[src/rtl/cpld_spi_pkg.sv]
// Shared types for the serial command decoder: decoder states and opcodes.
package cpld_spi_pkg;

    typedef enum logic [3:0] {
        ST_CMD,
        ST_CFG,
        ST_NWR,
        ST_NRD_IDLE,
        ST_NRD_DATA,
        ST_FR_ADDR,
        ST_FR_IDLE,
        ST_FR_DATA,
        ST_DROP
    } dec_state_t;

    localparam logic [7:0] OP_NAND_WR  = 8'h08;
    localparam logic [7:0] OP_CFG_WR   = 8'h09;
    localparam logic [7:0] OP_NAND_RD  = 8'h0A;
    localparam logic [7:0] OP_FAST_RD  = 8'h0B;
    localparam logic [7:0] OP_LED_ON   = 8'h0C;
    localparam logic [7:0] OP_LED_OFF  = 8'h0D;

endpackage

[src/rtl/cpld_spi_frontend.sv]
// Synchronizes the serial pins into the clk domain and detects serial clock
// edges. Edges are reported only while the select is low.
// Assumes each serial clock phase lasts longer than STAGES+2 system clocks.
module cpld_spi_frontend #(
    parameter int STAGES = 2
) (
    input  logic clk,
    input  logic rst_n,
    input  logic sclk,
    input  logic cs_n,
    input  logic mosi,
    input  logic lane2,
    output logic sclk_rise,
    output logic sclk_fall,
    output logic sel_idle,
    output logic dat_hi,
    output logic dat_lo
);
    localparam int W  = 4;
    localparam int PW = STAGES * W;

    logic [PW-1:0] pipe;
    logic [W-1:0]  cur;
    logic          sclk_prev;

    generate
        if (STAGES == 1) begin : g_one
            // single synchronizer stage
            always_ff @(posedge clk) begin
                if (!rst_n) pipe <= 4'b0100;
                else        pipe <= {sclk, cs_n, mosi, lane2};
            end
        end else begin : g_many
            // multi-stage synchronizer chain, oldest sample at the top
            always_ff @(posedge clk) begin
                if (!rst_n) pipe <= {STAGES{4'b0100}};
                else        pipe <= {pipe[PW-W-1:0], sclk, cs_n, mosi, lane2};
            end
        end
    endgenerate

    assign cur = pipe[PW-1 -: W];

    // remember last synchronized serial clock level for edge detection
    always_ff @(posedge clk) begin
        if (!rst_n) sclk_prev <= 1'b0;
        else        sclk_prev <= cur[3];
    end

    assign sclk_rise = cur[3] & ~sclk_prev & ~cur[2];
    assign sclk_fall = ~cur[3] & sclk_prev & ~cur[2];
    assign sel_idle  = cur[2];
    assign dat_hi    = cur[1];
    assign dat_lo    = cur[0];

endmodule

[src/rtl/cpld_spi_rx.sv]
// Assembles incoming bits into bytes, one or two bits per rising edge.
// Emits a one-cycle done pulse with the completed byte.
// Assumes 'dual' is stable between edges; 'clear' discards a partial byte.
module cpld_spi_rx #(
    parameter int BYTE_W = 8
) (
    input  logic              clk,
    input  logic              rst_n,
    input  logic              clear,
    input  logic              rise,
    input  logic              dual,
    input  logic              d_hi,
    input  logic              d_lo,
    output logic              done,
    output logic [BYTE_W-1:0] byte_q
);
    localparam int CNT_W = $clog2(BYTE_W) + 1;

    logic [BYTE_W-1:0] sr, nxt_sr;
    logic [CNT_W-1:0]  cnt, nxt_cnt;

    // next shift value and bit count for this edge
    always_comb begin
        nxt_sr  = dual ? {sr[BYTE_W-3:0], d_hi, d_lo} : {sr[BYTE_W-2:0], d_hi};
        nxt_cnt = cnt + (dual ? CNT_W'(2) : CNT_W'(1));
    end

    // shift register, bit counter and completion pulse
    always_ff @(posedge clk) begin
        if (!rst_n || clear) begin
            sr   <= '0;
            cnt  <= '0;
            done <= 1'b0;
            if (!rst_n) byte_q <= '0;
        end else begin
            done <= 1'b0;
            if (rise) begin
                if (nxt_cnt == CNT_W'(BYTE_W)) begin
                    byte_q <= nxt_sr;
                    done   <= 1'b1;
                    sr     <= '0;
                    cnt    <= '0;
                end else begin
                    sr  <= nxt_sr;
                    cnt <= nxt_cnt;
                end
            end
        end
    end


    done_pulse_chk: assert property (@(posedge clk) disable iff (!rst_n)
        done |=> !done);

endmodule

[src/rtl/cpld_spi_tx.sv]
// Holds the byte to return and shifts it out MSB first, one bit per falling
// serial clock edge. Assumes 'load' never coincides with 'fall'.
module cpld_spi_tx #(
    parameter int BYTE_W = 8
) (
    input  logic              clk,
    input  logic              rst_n,
    input  logic              clear,
    input  logic              load,
    input  logic [BYTE_W-1:0] load_val,
    input  logic              fall,
    output logic              miso
);
    logic [BYTE_W-1:0] sr;

    // load fetched byte, shift on falling edges
    always_ff @(posedge clk) begin
        if (!rst_n || clear) begin
            sr   <= '0;
            miso <= 1'b0;
        end else if (load) begin
            sr <= load_val;
        end else if (fall) begin
            miso <= sr[BYTE_W-1];
            sr   <= {sr[BYTE_W-2:0], 1'b0};
        end
    end


    miso_fall_chk: assert property (@(posedge clk) disable iff (!rst_n)
        !$stable(miso) |-> ($past(fall) || $past(clear)));

endmodule

[src/rtl/cpld_spi_decoder.sv]
// Serial command decoder: decodes the first byte of each selection and
// routes the following bytes to the configuration register, the LED5 output,
// the NAND byte port or the memory read port.
// Assumes external read data is valid in the cycle its strobe is high.
module cpld_spi_decoder
    import cpld_spi_pkg::*;
#(
    parameter int         SYNC_STAGES = 2,
    parameter int         ADDR_W      = 24,
    parameter logic [7:0] CFG_INIT    = 8'h1F
) (
    input  logic              clk,
    input  logic              rst_n,
    input  logic              spi_sclk,
    input  logic              spi_cs_n,
    input  logic              spi_mosi,
    input  logic              spi_lane2,
    output logic              spi_miso,
    output logic [7:0]        cfg_q,
    output logic              led5_on,
    output logic              nand_wr_stb,
    output logic [7:0]        nand_wr_data,
    output logic              nand_rd_stb,
    input  logic [7:0]        nand_rd_data,
    output logic              mem_rd_stb,
    output logic [ADDR_W-1:0] mem_addr,
    input  logic [7:0]        mem_rd_data
);
    localparam int ADDR_BYTES = ADDR_W / 8;
    localparam int ABC_W      = $clog2(ADDR_BYTES + 1);

    logic             rise, fall, sel_idle, dat_hi, dat_lo;
    logic             rx_done;
    logic [7:0]       rx_byte;
    logic             dual;
    dec_state_t       st;
    logic             pend;
    logic [7:0]       pend_byte;
    logic [ABC_W-1:0] abyte;

    cpld_spi_frontend #(.STAGES(SYNC_STAGES)) u_front (
        .clk(clk), .rst_n(rst_n), .sclk(spi_sclk), .cs_n(spi_cs_n),
        .mosi(spi_mosi), .lane2(spi_lane2), .sclk_rise(rise),
        .sclk_fall(fall), .sel_idle(sel_idle), .dat_hi(dat_hi), .dat_lo(dat_lo)
    );

    assign dual = (st == ST_NWR);

    cpld_spi_rx #(.BYTE_W(8)) u_rx (
        .clk(clk), .rst_n(rst_n), .clear(sel_idle), .rise(rise), .dual(dual),
        .d_hi(dat_hi), .d_lo(dat_lo), .done(rx_done), .byte_q(rx_byte)
    );

    cpld_spi_tx #(.BYTE_W(8)) u_tx (
        .clk(clk), .rst_n(rst_n), .clear(sel_idle),
        .load(nand_rd_stb | mem_rd_stb),
        .load_val(mem_rd_stb ? mem_rd_data : nand_rd_data),
        .fall(fall), .miso(spi_miso)
    );

    // command decode and per-command byte handling
    always_ff @(posedge clk) begin
        if (!rst_n) begin
            st           <= ST_CMD;
            cfg_q        <= CFG_INIT;
            led5_on      <= 1'b0;
            nand_wr_stb  <= 1'b0;
            nand_wr_data <= '0;
            nand_rd_stb  <= 1'b0;
            mem_rd_stb   <= 1'b0;
            mem_addr     <= '0;
            pend         <= 1'b0;
            pend_byte    <= '0;
            abyte        <= '0;
        end else begin
            nand_wr_stb <= 1'b0;
            nand_rd_stb <= 1'b0;
            mem_rd_stb  <= 1'b0;
            if (mem_rd_stb) mem_addr <= mem_addr + ADDR_W'(1);
            if (sel_idle) begin
                st    <= ST_CMD;
                pend  <= 1'b0;
                abyte <= '0;
            end else if (rx_done) begin
                case (st)
                    ST_CMD: begin
                        case (rx_byte)
                            OP_NAND_WR: st <= ST_NWR;
                            OP_CFG_WR:  st <= ST_CFG;
                            OP_NAND_RD: st <= ST_NRD_IDLE;
                            OP_FAST_RD: begin
                                st    <= ST_FR_ADDR;
                                abyte <= '0;
                            end
                            OP_LED_ON: begin
                                led5_on <= 1'b1;
                                st      <= ST_DROP;
                            end
                            OP_LED_OFF: begin
                                led5_on <= 1'b0;
                                st      <= ST_DROP;
                            end
                            default: st <= ST_DROP;
                        endcase
                    end
                    ST_CFG: cfg_q <= rx_byte;
                    ST_NWR: begin
                        if (pend) begin
                            nand_wr_stb  <= 1'b1;
                            nand_wr_data <= pend_byte;
                        end
                        pend_byte <= rx_byte;
                        pend      <= 1'b1;
                    end
                    ST_NRD_IDLE, ST_NRD_DATA: begin
                        nand_rd_stb <= 1'b1;
                        st          <= ST_NRD_DATA;
                    end
                    ST_FR_ADDR: begin
                        mem_addr <= {mem_addr[ADDR_W-9:0], rx_byte};
                        abyte    <= abyte + ABC_W'(1);
                        if (abyte == ABC_W'(ADDR_BYTES - 1)) st <= ST_FR_IDLE;
                    end
                    ST_FR_IDLE, ST_FR_DATA: begin
                        mem_rd_stb <= 1'b1;
                        st         <= ST_FR_DATA;
                    end
                    default: ;
                endcase
            end
        end
    end


    abort_chk: assert property (@(posedge clk) disable iff (!rst_n)
        sel_idle |=> (st == ST_CMD));


    addr_step_chk: assert property (@(posedge clk) disable iff (!rst_n)
        mem_rd_stb |=> (mem_addr == $past(mem_addr) + ADDR_W'(1)));


    wr_pulse_chk: assert property (@(posedge clk) disable iff (!rst_n)
        nand_wr_stb |=> !nand_wr_stb);


    led_src_chk: assert property (@(posedge clk) disable iff (!rst_n)
        !$stable(led5_on) |-> ($past(rx_done) && $past(st) == ST_CMD));


    cfg_src_chk: assert property (@(posedge clk) disable iff (!rst_n)
        !$stable(cfg_q) |-> ($past(rx_done) && $past(st) == ST_CFG));


    drop_quiet_chk: assert property (@(posedge clk) disable iff (!rst_n)
        (st == ST_DROP) |=> !(nand_wr_stb || nand_rd_stb || mem_rd_stb));


    strobe_excl_chk: assert property (@(posedge clk) disable iff (!rst_n)
        !(nand_rd_stb && mem_rd_stb));

endmodule

[config.mk]
export PLATFORM = sky130hd
export DESIGN_NAME = cpld_spi_decoder
export DESIGN_NICKNAME = d
export VERILOG_FILES = /design/src/rtl/cpld_spi_pkg.sv /design/src/rtl/cpld_spi_frontend.sv /design/src/rtl/cpld_spi_rx.sv /design/src/rtl/cpld_spi_tx.sv /design/src/rtl/cpld_spi_decoder.sv
export SDC_FILE = /design/constraint.sdc
export NUM_CORES = 1
export LEC_CHECK = 0
export BUFFER_PORTS_ARGS = -buffer_cell sky130_fd_sc_hd__buf_2
export CAP_MARGIN = 40
export CORE_MARGIN = 2
export CORE_UTILIZATION = 56
export DETAILED_ROUTE_END_ITERATION = 12
export GPL_ROUTABILITY_DRIVEN = 0
export PLACE_DENSITY = 0.79
export RECOVER_POWER = 25
export SLEW_MARGIN = 30
export SYNTH_ARGS = -nofsm -noshare
export SYNTH_HDL_FRONTEND = slang
export SYNTH_SLANG_ARGS = --single-unit
[constraint.sdc]
create_clock -name clk -period 5.65 [get_ports clk]
set_input_delay 0.2825 -clock clk [delete_from_list [all_inputs] [get_ports clk]]
set_output_delay 0.2825 -clock clk [all_outputs]
set_load 0.005 [all_outputs]
==> impl_metrics.tcl, run 1 <==
set metrics [dict create \
    slew_headroom_pct 33.4 \
    worstMarginPinSlew_ns 1.00 \
    power_density_nw_per_um2 233 \
    routedWlPerCell_um 14.5 \
    instances_no_fill 640 \
    synth_seq_cells 97 \
    ant_nets 0 \
    drive_above_1_share_pct 17.5 \
    p_sw_mw 0.277 \
    synth_warnings 0 \
    leakage_nw 2.07 \
    clock-sinks 97 \
    boundaryPins 67 \
    totalWireLength_mm 9.26 \
    finalSetupViolCount 0 \
    worstHoldPathType "in2reg" \
    ys.flop_type "dfxtp_1" \
    cts-root-buf "clkbuf_8" \
    required_ns 5.88 \
    p_clk_share_pct 37.4 \
    ir_drop_mv 0.126 \
    end_kind "flop" \
    yosysTopAreaCell "dfxtp_1" \
    seq_area_frac_synth_pct 44.9 \
    cap_violations 0 \
    clk_latency_ns 0.36 \
    startpoint_type "flop" \
    grt_pass1_wl_mm 15.6 \
    cp_data_arrival_time_ns 3.55 \
    cts_setup_buffers 0 \
    via_count 3618 \
    netlist_top_cells_area "dfxtp_1, mux2i_1, nor2_1" \
    cts_htree_levels 3 \
    async_reset_ff_share_pct 0 \
    ctsResizeCount 0 \
    drcViolationCount 0 \
    first_pass_iters 4 \
    ctsHoldBuffers 0 \
    period_minus_slack_ns 3.33 \
    portBuffers 66 \
    fmax_ghz 0.301 \
    period_share_pct 58.9 \
    p_int_mw 0.891 \
    syn-cell-area_um2 4500 \
    finalNetCount 559 \
    grt_pass1_vias 3429 \
    synth-edff-count 8 \
    yosys.area.top_type_share_pct 39.6 \
    mostFrequentLayoutCells "dfxtp_1, nor2_1, buf_2, mux2i_1, nand2_1" \
    placed_cells 624 \
    fp.dieH_um 93.7 \
    clk_pin_slew_ns 0.09 \
    final_common_cell "dfxtp_1" \
    hold_viol_final 0 \
    syn_nets 509 \
    grt-ovfl-total 0 \
    drt-initial-drc-count 147 \
    status "complete, no violations" \
    die_w_um 93.7 \
    p_comb_share_pct 2.4 \
    numCtsBuffers 9 \
    seq_power_share_pct 60.2 \
    clockBufferDepth 2 \
    worstSetupPathType "reg2reg" \
    vias_per_cell 5.65 \
    grt_max_degree 47 \
    ys_types 55 \
    initial_core_util_pct 58.0 \
    critPathMaxFanout 21 \
    hpwlAfterDp_mm 6.52 \
    rsz0062_at_grt "no" \
    rows 32 \
    synth.avg_cell_area_um2 9.32 \
    swShare_pct 23.7 \
    tritoncts "done" \
    antenna_found_initial 0 \
    power_mw 1.17 \
    die_area_um2 8770 \
    syn_inst 483 \
    coreArea_um2 7770 \
    area_delta_synth_final_pct 11.5 \
    n_antenna_cell 0 \
    timing.setup.tns_ns 0 \
    finalClockSkew_ns 0.0124 \
    grt_usage_pct 22.1 \
    drv_slew 0 \
]
[flip-flops by register name, indices dropped and copies added (netlist names), 7 cells and up]
signal / cells
cfg_q: 8
mem_addr: 24
nand_wr_data: 8
pend_byte: 8
u_front.pipe: 8
u_rx.byte_q: 8
u_rx.sr: 7
u_tx.sr: 8
[synthesized netlist by cell type, drive strengths merged, types with 2 or more instances]
master	n
nor2b	3
xor2	10
o21ai	16
mux2i	44
o22ai	3
nor3	11
inv	8
and2	9
nor4	6
edfxtp	8
nor4b	2
xnor2	16
nand2b	7
a21oi	17
nor2	76
a211oi	33
nand3b	3
ha	4
nand2	35
and4	6
or2	2
clkbuf	15
or3	2
dfxtp	89
nand4	9
buf	17
o211a	2
a21o	2
nand3	12
and3	2
[cell families (layout without fill, tap and decap cells)]
| family | Yosys count | in the layout | share of synthesized area, % |
|---|---|---|---|
| muxes | 44 | 44 | 9.78 |
| adders and majority gates | 4 | 4 | 1.11 |
| DFF | 97 | 97 | 44.9 |
| buffers and inverters | 41 | 96 | 4.28 |
| and+or+nand+nor | 189 | 189 | 22.2 |
| AOI/OAI and AO/OA | 82 | 82 | 12.7 |
| xor gates and xnor gates | 26 | 26 | 5.06 |
[worst paths after layout]
check	startpoint	endpoint	slack, ns	depth (start not counted)
hold / removal	spi_cs_n	u_front.pipe[2]	0.11	2
hold reg to reg	u_front.pipe[2]	u_front.pipe[6]	0.41	1
setup / recovery	st[1]	u_rx.sr[6]	2.32	9
setup reg to reg	st[1]	u_rx.sr[6]	2.32	9
[layer usage]
layer / track usage [%] / part of all wire, % / vias to the layer above
li1: - / - / 1806
met1: 27.3 / 45 / 1722
met2: 38.1 / 49 / 72
met3: 3.53 / 3.9 / 18
met4: 9.54 / 2.0 / 0
met5: 0 / 0 / -
[cell type report]
type                            instances  area, um2
Fill cell                             668       2750
Multi-Input combinational cell        345       2290
Sequential cell                        97       2020
Timing Repair Buffer                   71        358
Clock buffer                           10        138
Tap cell                              102        128
Clock inverter                          6       55.1
Inverter                                9       33.8
[power groups by stage]
stage                     clock network, mW  logic (mW)  registers (mW)
after floorplan                           0      0.0165           0.716
after global placement                    0      0.0270           0.718
after detailed placement                  0      0.0284           0.719
after CTS                             0.444      0.0285           0.703
after global routing                  0.474      0.0317           0.704
final                                 0.437      0.0279           0.703
[through the flow]
| step | util [%] | setup WS, ns | area (um2) | hold slack [ns] |
|---|---|---|---|---|
| 5_1_grt | 64.6 | 2.01 | 5020 | 0.109 |
| 2_1_floorplan | - | 2.77 | 4500 | 0.384 |
| 3_3_place_gp | 62.1 | 2.48 | 4820 | 0.396 |
| 3_5_place_dp | 62.3 | 2.33 | 4840 | 0.394 |
| 4_1_cts | 64.8 | 2.31 | 5030 | 0.0972 |
| 6_report | 64.6 | 2.32 | 5020 | 0.105 |
[worst max-delay path, stage by stage, from the launching register on]
cell      delay, ns
dfxtp_1        0.61
nor4b_4        0.28
buf_4          0.30
inv_1          0.09
ha_1           0.26
ha_1           0.31
nor4_1         0.68
o21ai_1        0.20
a32oi_2        0.38
a211oi_1       0.08
(Power assumes the default switching activity.)
==> inputs of run 2 (changes only) <==
ABC_AREA = 1   (was default)
PLACE_DENSITY = 0.78   (was 0.79)
clock period = 3.4 ns   (was 5.65 ns; I/O delays follow)
==> impl_metrics.tcl, run 2 <==
set metrics [dict create \
    status "complete, but fails checks" \
    violations "capacitance limit, slew limit" \
    instances_no_fill 798 \
    hold_viol_final 0 \
    syn_nets 648 \
    path_cells "inv_2 > nand2_2 > inv_2 > nand2_2 > nand2_1 > nand2_1 > inv_1 > ha_1 > nor2_1 > nand4_2 > nor2_4 > inv_2 > nand2_1" \
    power_density_nw_per_um2 375 \
    routedWlPerCell_um 12.9 \
    leakage_nw 2.41 \
    startpoint_type "flop" \
    yosysTopAreaCell "dfxtp_1" \
    vias_per_cell 5.28 \
    hold-worst-slack_ns 0.0877 \
    grt_usage_pct 24.6 \
    totalWireLength_mm 10.3 \
    grt_pass1_wl_mm 17.6 \
    hpwlAfterDp_mm 7.41 \
    clk_latency_ns 0.38 \
    syn_inst 622 \
    antenna_found_initial 0 \
    cp_top_family "simple AND/OR/NAND/NOR gates" \
    fillCellCount 778 \
    r2r_end "u_rx.byte_q[1]" \
    timing.rr.start "st[0]" \
    timing.setup.tns_ns 0 \
    post-place-ws_ns 0.831 \
    fmax_ghz 0.387 \
    synth.most_common_cell "nand2_1" \
    drv_slew 50 \
    critPathMaxStageDelay_ns 0.37 \
    final_common_cell "nand2_1" \
    synth_seq_cells 97 \
    cts-root-buf "clkbuf_8" \
    ir_drop_mv 0.197 \
    drcViolationCount 0 \
    finalSetupViolCount 0 \
    grt_max_degree 50 \
    grt-ovfl-total 0 \
    r2r.worst_path.cells 13 \
    hp-start "nand_rd_data[1]" \
    syn-cell-area_um2 4610 \
    cp_data_arrival_time_ns 2.63 \
    drive_above_1_share_pct 17.6 \
    rows 33 \
    hold_depth 3 \
    boundaryPins 67 \
    clockBufferDepth 2 \
    die_w_um 94.7 \
    regMostFlops "mem_addr" \
    cts_htree_levels 3 \
    async_reset_ff_share_pct 0 \
    rsz0062_at_grt "no" \
    period_share_pct 76.1 \
    synth.avg_cell_area_um2 7.41 \
    first_pass_iters 6 \
    layout_setup_ws_ns 0.813 \
    via_count 4211 \
    synthTopCellsByCount "nand2_1, dfxtp_1, inv_1" \
    n_antenna_cell 0 \
    ys_types 39 \
    seq_area_frac_synth_pct 43.9 \
    reg2reg_slack_ns 0.81 \
    required_ns 3.44 \
    die_area_um2 8970 \
    grt_pass1_vias 3968 \
    finalNetCount 714 \
    fp.dieH_um 94.7 \
    ys.flop_type "dfxtp_1" \
    worstMarginPinSlew_ns 2.02 \
    end_kind "flop" \
    tritoncts "done" \
    worstSetupPathType "reg2reg" \
    mostFrequentLayoutCells "nand2_1, dfxtp_1, inv_1, nor2_1, o21ai_0" \
    hold_end "u_tx.sr[1]" \
    drt-initial-drc-count 246 \
    netlist_top_cells_area "dfxtp_1, nand2_1, inv_1" \
    power_mw 1.96 \
    worst_path_max_delay_cell "dfxtp_1" \
    critPathMaxFanout 16 \
    synth-edff-count 8 \
    numCtsBuffers 9 \
    cap_violations 1 \
    coreArea_um2 8090 \
    portBuffers 66 \
    period_minus_slack_ns 2.59 \
    clock-sinks 97 \
    finalClockSkew_ns 0.0167 \
    cp_num_buf_inv 4 \
    worstHoldPathType "in2reg" \
    clk_pin_slew_ns 0.09 \
    placed_cells 778 \
    ctsResizeCount 0 \
    slew_headroom_pct -34.8 \
    largest_register_ffs 24 \
    initial_core_util_pct 56.9 \
    area_delta_synth_final_pct 13.3 \
    yosys.area.top_type_share_pct 38.7 \
    synth_warnings 0 \
    ant_nets 0 \
]
run 2: kinds of logic after synthesis:
family                   count (synthesis)  share of synthesized area, %
adder cells (fa/ha/maj)                  4                          1.09
AO/OA/AOI/OAI                          115                          14.4
buffers and inverters                  112                          9.40
XOR/XNOR                                 7                          1.33
AND/OR/NAND/NOR                        286                          29.6
multiplexers                             1                         0.217
flip-flops                              97                          43.9
run 2: metal layers:
metal	track usage, %	share of wire (%)	wire length [um]
met5	0	0	0
met4	9.78	1.5	154
met3	3.67	4.0	406
met2	41.8	49	5060
met1	31.3	45	4640
run 2: repair_timing:
item                      4_1_cts  5_1_grt
hold endpoints to repair        4        0
buffers inserted                0        0
hold buffers                    4        0
run 2: cell type report:
cell class                      count  area [um2]  area share (%)
Sequential cell                    97        2020            38.7
Clock buffer                       10         138            2.64
Clock inverter                      6        57.6            1.10
Timing Repair Buffer               72         363            6.95
Inverter                           95         357            6.83
Multi-Input combinational cell    413        2150            41.2
Tap cell                          105         131            2.52
run 2: where the power goes:
| part | leakage (nW) | total (mW) | internal [mW] | switching, mW |
|---|---|---|---|---|
| registers | 0.802 | 1.17 | 1.16 | 0.00662 |
| clock network | 0.101 | 0.734 | 0.304 | 0.430 |
| logic | 1.51 | 0.0560 | 0.0216 | 0.0344 |
run 2: worst max path at each step:
| stage | start | to | slack [ns] | depth (start not counted) |
|---|---|---|---|---|
| after floorplan | st[1] | u_rx.byte_q[0] | 1.10 | 11 |
| after global placement | st[0] | u_rx.byte_q[3] | 0.99 | 13 |
| after detailed placement | st[0] | u_rx.byte_q[4] | 0.83 | 13 |
| after CTS | st[0] | u_rx.byte_q[1] | 0.82 | 13 |
| after global routing | st[0] | u_rx.byte_q[1] | 0.53 | 13 |
| final | st[0] | u_rx.byte_q[1] | 0.81 | 13 |
run 2: tightest hold or removal path, stage by stage:
cell and delay [ns]:
buf_2 0.09, nand2_1 0.05, a41oi_1 0.09
run 2: per-stage QoR:
stage	utilization [%]	area [um2]
2_1_floorplan	-	4610
3_3_place_gp	61.9	5010
3_5_place_dp	61.9	5010
4_1_cts	64.8	5240
5_1_grt	64.5	5220
6_report	64.5	5220
==> inputs of run 3 (changes only) <==
CORE_UTILIZATION = 51   (was 56)
PLACE_DENSITY = 0.75   (was 0.78)
clock period = 2.3 ns   (was 3.4 ns; I/O delays follow)
==> impl_metrics.tcl, run 3 (synthesized netlist as in run 2, its figures left out) <==
set metrics [dict create \
    die_w_um 99.0 \
    cap_violations 0 \
    cp_data_arrival_time_ns 2.14 \
    cts_htree_levels 3 \
    fillCellCount 806 \
    status "complete, no violations" \
    worstHoldPathType "in2reg" \
    n_antenna_cell 0 \
    slew_headroom_pct 58.2 \
    drv_slew 0 \
    grt_pass1_vias 4095 \
    cp_num_buf_inv 3 \
    cp_top_family "simple AND/OR/NAND/NOR gates" \
    critPathMaxFanout 8 \
    grt_max_degree 50 \
    vias_per_cell 5.18 \
    fp.dieH_um 99.0 \
    regMostFlops "mem_addr" \
    clockBufferDepth 2 \
    rows 34 \
    initial_core_util_pct 52.8 \
    grt_pass1_wl_mm 18.1 \
    coreArea_um2 8720 \
    timing.setup.tns_ns 0 \
    via_count 4181 \
    finalClockSkew_ns 0.0119 \
    drive_above_1_share_pct 19.2 \
    hold_viol_final 0 \
    worstSetupPathType "reg2reg" \
    drt-initial-drc-count 198 \
    hpwlAfterDp_mm 7.70 \
    routedWlPerCell_um 13.1 \
    area_delta_synth_final_pct 15.2 \
    end_kind "flop" \
    grt_usage_pct 22.3 \
    clock-sinks 97 \
    antenna_found_initial 0 \
    ant_nets 0 \
    tritoncts "done" \
    critPathMaxStageDelay_ns 0.36 \
    rsz0062_at_grt "no" \
    grt-ovfl-total 0 \
    worstMarginPinSlew_ns 0.625 \
    leakage_nw 2.46 \
    hold-worst-slack_ns 0.0444 \
    power_mw 2.98 \
    numCtsBuffers 9 \
    period_minus_slack_ns 2.07 \
    path_cells "inv_2 > nand2_2 > nor2_4 > nand2_4 > nand2_1 > inv_1 > ha_1 > nor2_1 > nand4_2 > nor2_4 > inv_2 > nand2_4" \
    totalWireLength_mm 10.6 \
    die_area_um2 9810 \
    fmax_ghz 0.482 \
    power_density_nw_per_um2 562 \
    ir_drop_mv 0.295 \
    boundaryPins 67 \
    final_common_cell "nand2_1" \
    worst_path_max_delay_cell "dfxtp_1" \
    required_ns 2.37 \
    finalNetCount 720 \
    portBuffers 66 \
    drcViolationCount 0 \
    finalSetupViolCount 0 \
    period_share_pct 90.2 \
    clk_latency_ns 0.36 \
    first_pass_iters 4 \
    largest_register_ffs 24 \
    startpoint_type "flop" \
    mostFrequentLayoutCells "nand2_1, dfxtp_1, inv_1, nor2_1, buf_2" \
    cts-root-buf "clkbuf_8" \
    clk_pin_slew_ns 0.09 \
]
-- run 3: cell count changes in the layout (fill, tap and decap cells not counted), moves of 2 or more --
| cell | previous run | this run |
|---|---|---|
| inv_6 | 2 | 0 |
| buf_4 | 1 | 8 |
| inv_8 | 2 | 0 |
| buf_2 | 51 | 55 |
| clkbuf_1 | 16 | 12 |
-- run 3: what timing repair did --
action | in CTS | in global routing
endpoints found under the setup margin | 0 | 8
hold buffers | 4 | 0
endpoints found under the hold margin | 4 | 0
gates resized for setup | 0 | 2
setup buffers | 0 | 0
-- run 3: per-stage QoR --
step,worst slack [ns],std cells,instance area (um2),utilization [%]
after floorplan,0.0799,622,4610,-
after global placement,0.234,787,5060,58.0
after detailed placement,0.155,787,5060,58.0
after CTS,0.149,807,5320,60.9
after global routing,0.0626,807,5310,60.9
final,0.225,807,5310,60.9
-- run 3: tightest hold or removal path, cell delays in order --
cell	delay, ns
buf_2	0.07
a22oi_1	0.06
a31oi_1	0.12
-- run 3: cell type report --
cell class / instances / area [um2] / area share, %
clock buffer: 11 / 153 / 2.88
timing repair buffer: 78 / 417 / 7.85
clock inverter: 5 / 63.8 / 1.20
multi-input combinational: 413 / 2160 / 40.7
inverter: 95 / 357 / 6.72
sequential: 97 / 2020 / 38.1
tap: 108 / 135 / 2.55
-- run 3: power by group --
part	internal, mW	leakage (nW)	switching, mW
clock network	0.575	0.105	0.599
registers	1.71	0.802	0.0106
logic	0.0333	1.55	0.0519
total	2.32	2.46	0.661
-- run 3: path summary, 6_finish.rpt --
kind / from / to / slack [ns] / cells after the start
min reg2reg: u_front.pipe[3] / u_front.pipe[7] / 0.42 / 2
max: st[2] / u_rx.byte_q[5] / 0.23 / 12
min: nand_rd_data[5] / u_tx.sr[5] / 0.04 / 3
max reg2reg: st[2] / u_rx.byte_q[5] / 0.23 / 12
-- run 3: routing by layer --
layer	GRT usage, %	part of all wire, %	vias to the layer above
met3	4.18	5.3	13
met5	0	0	-
li1	-	-	2161
met2	37.3	47	97
met4	6.74	1.3	0
met1	29.4	46	1910
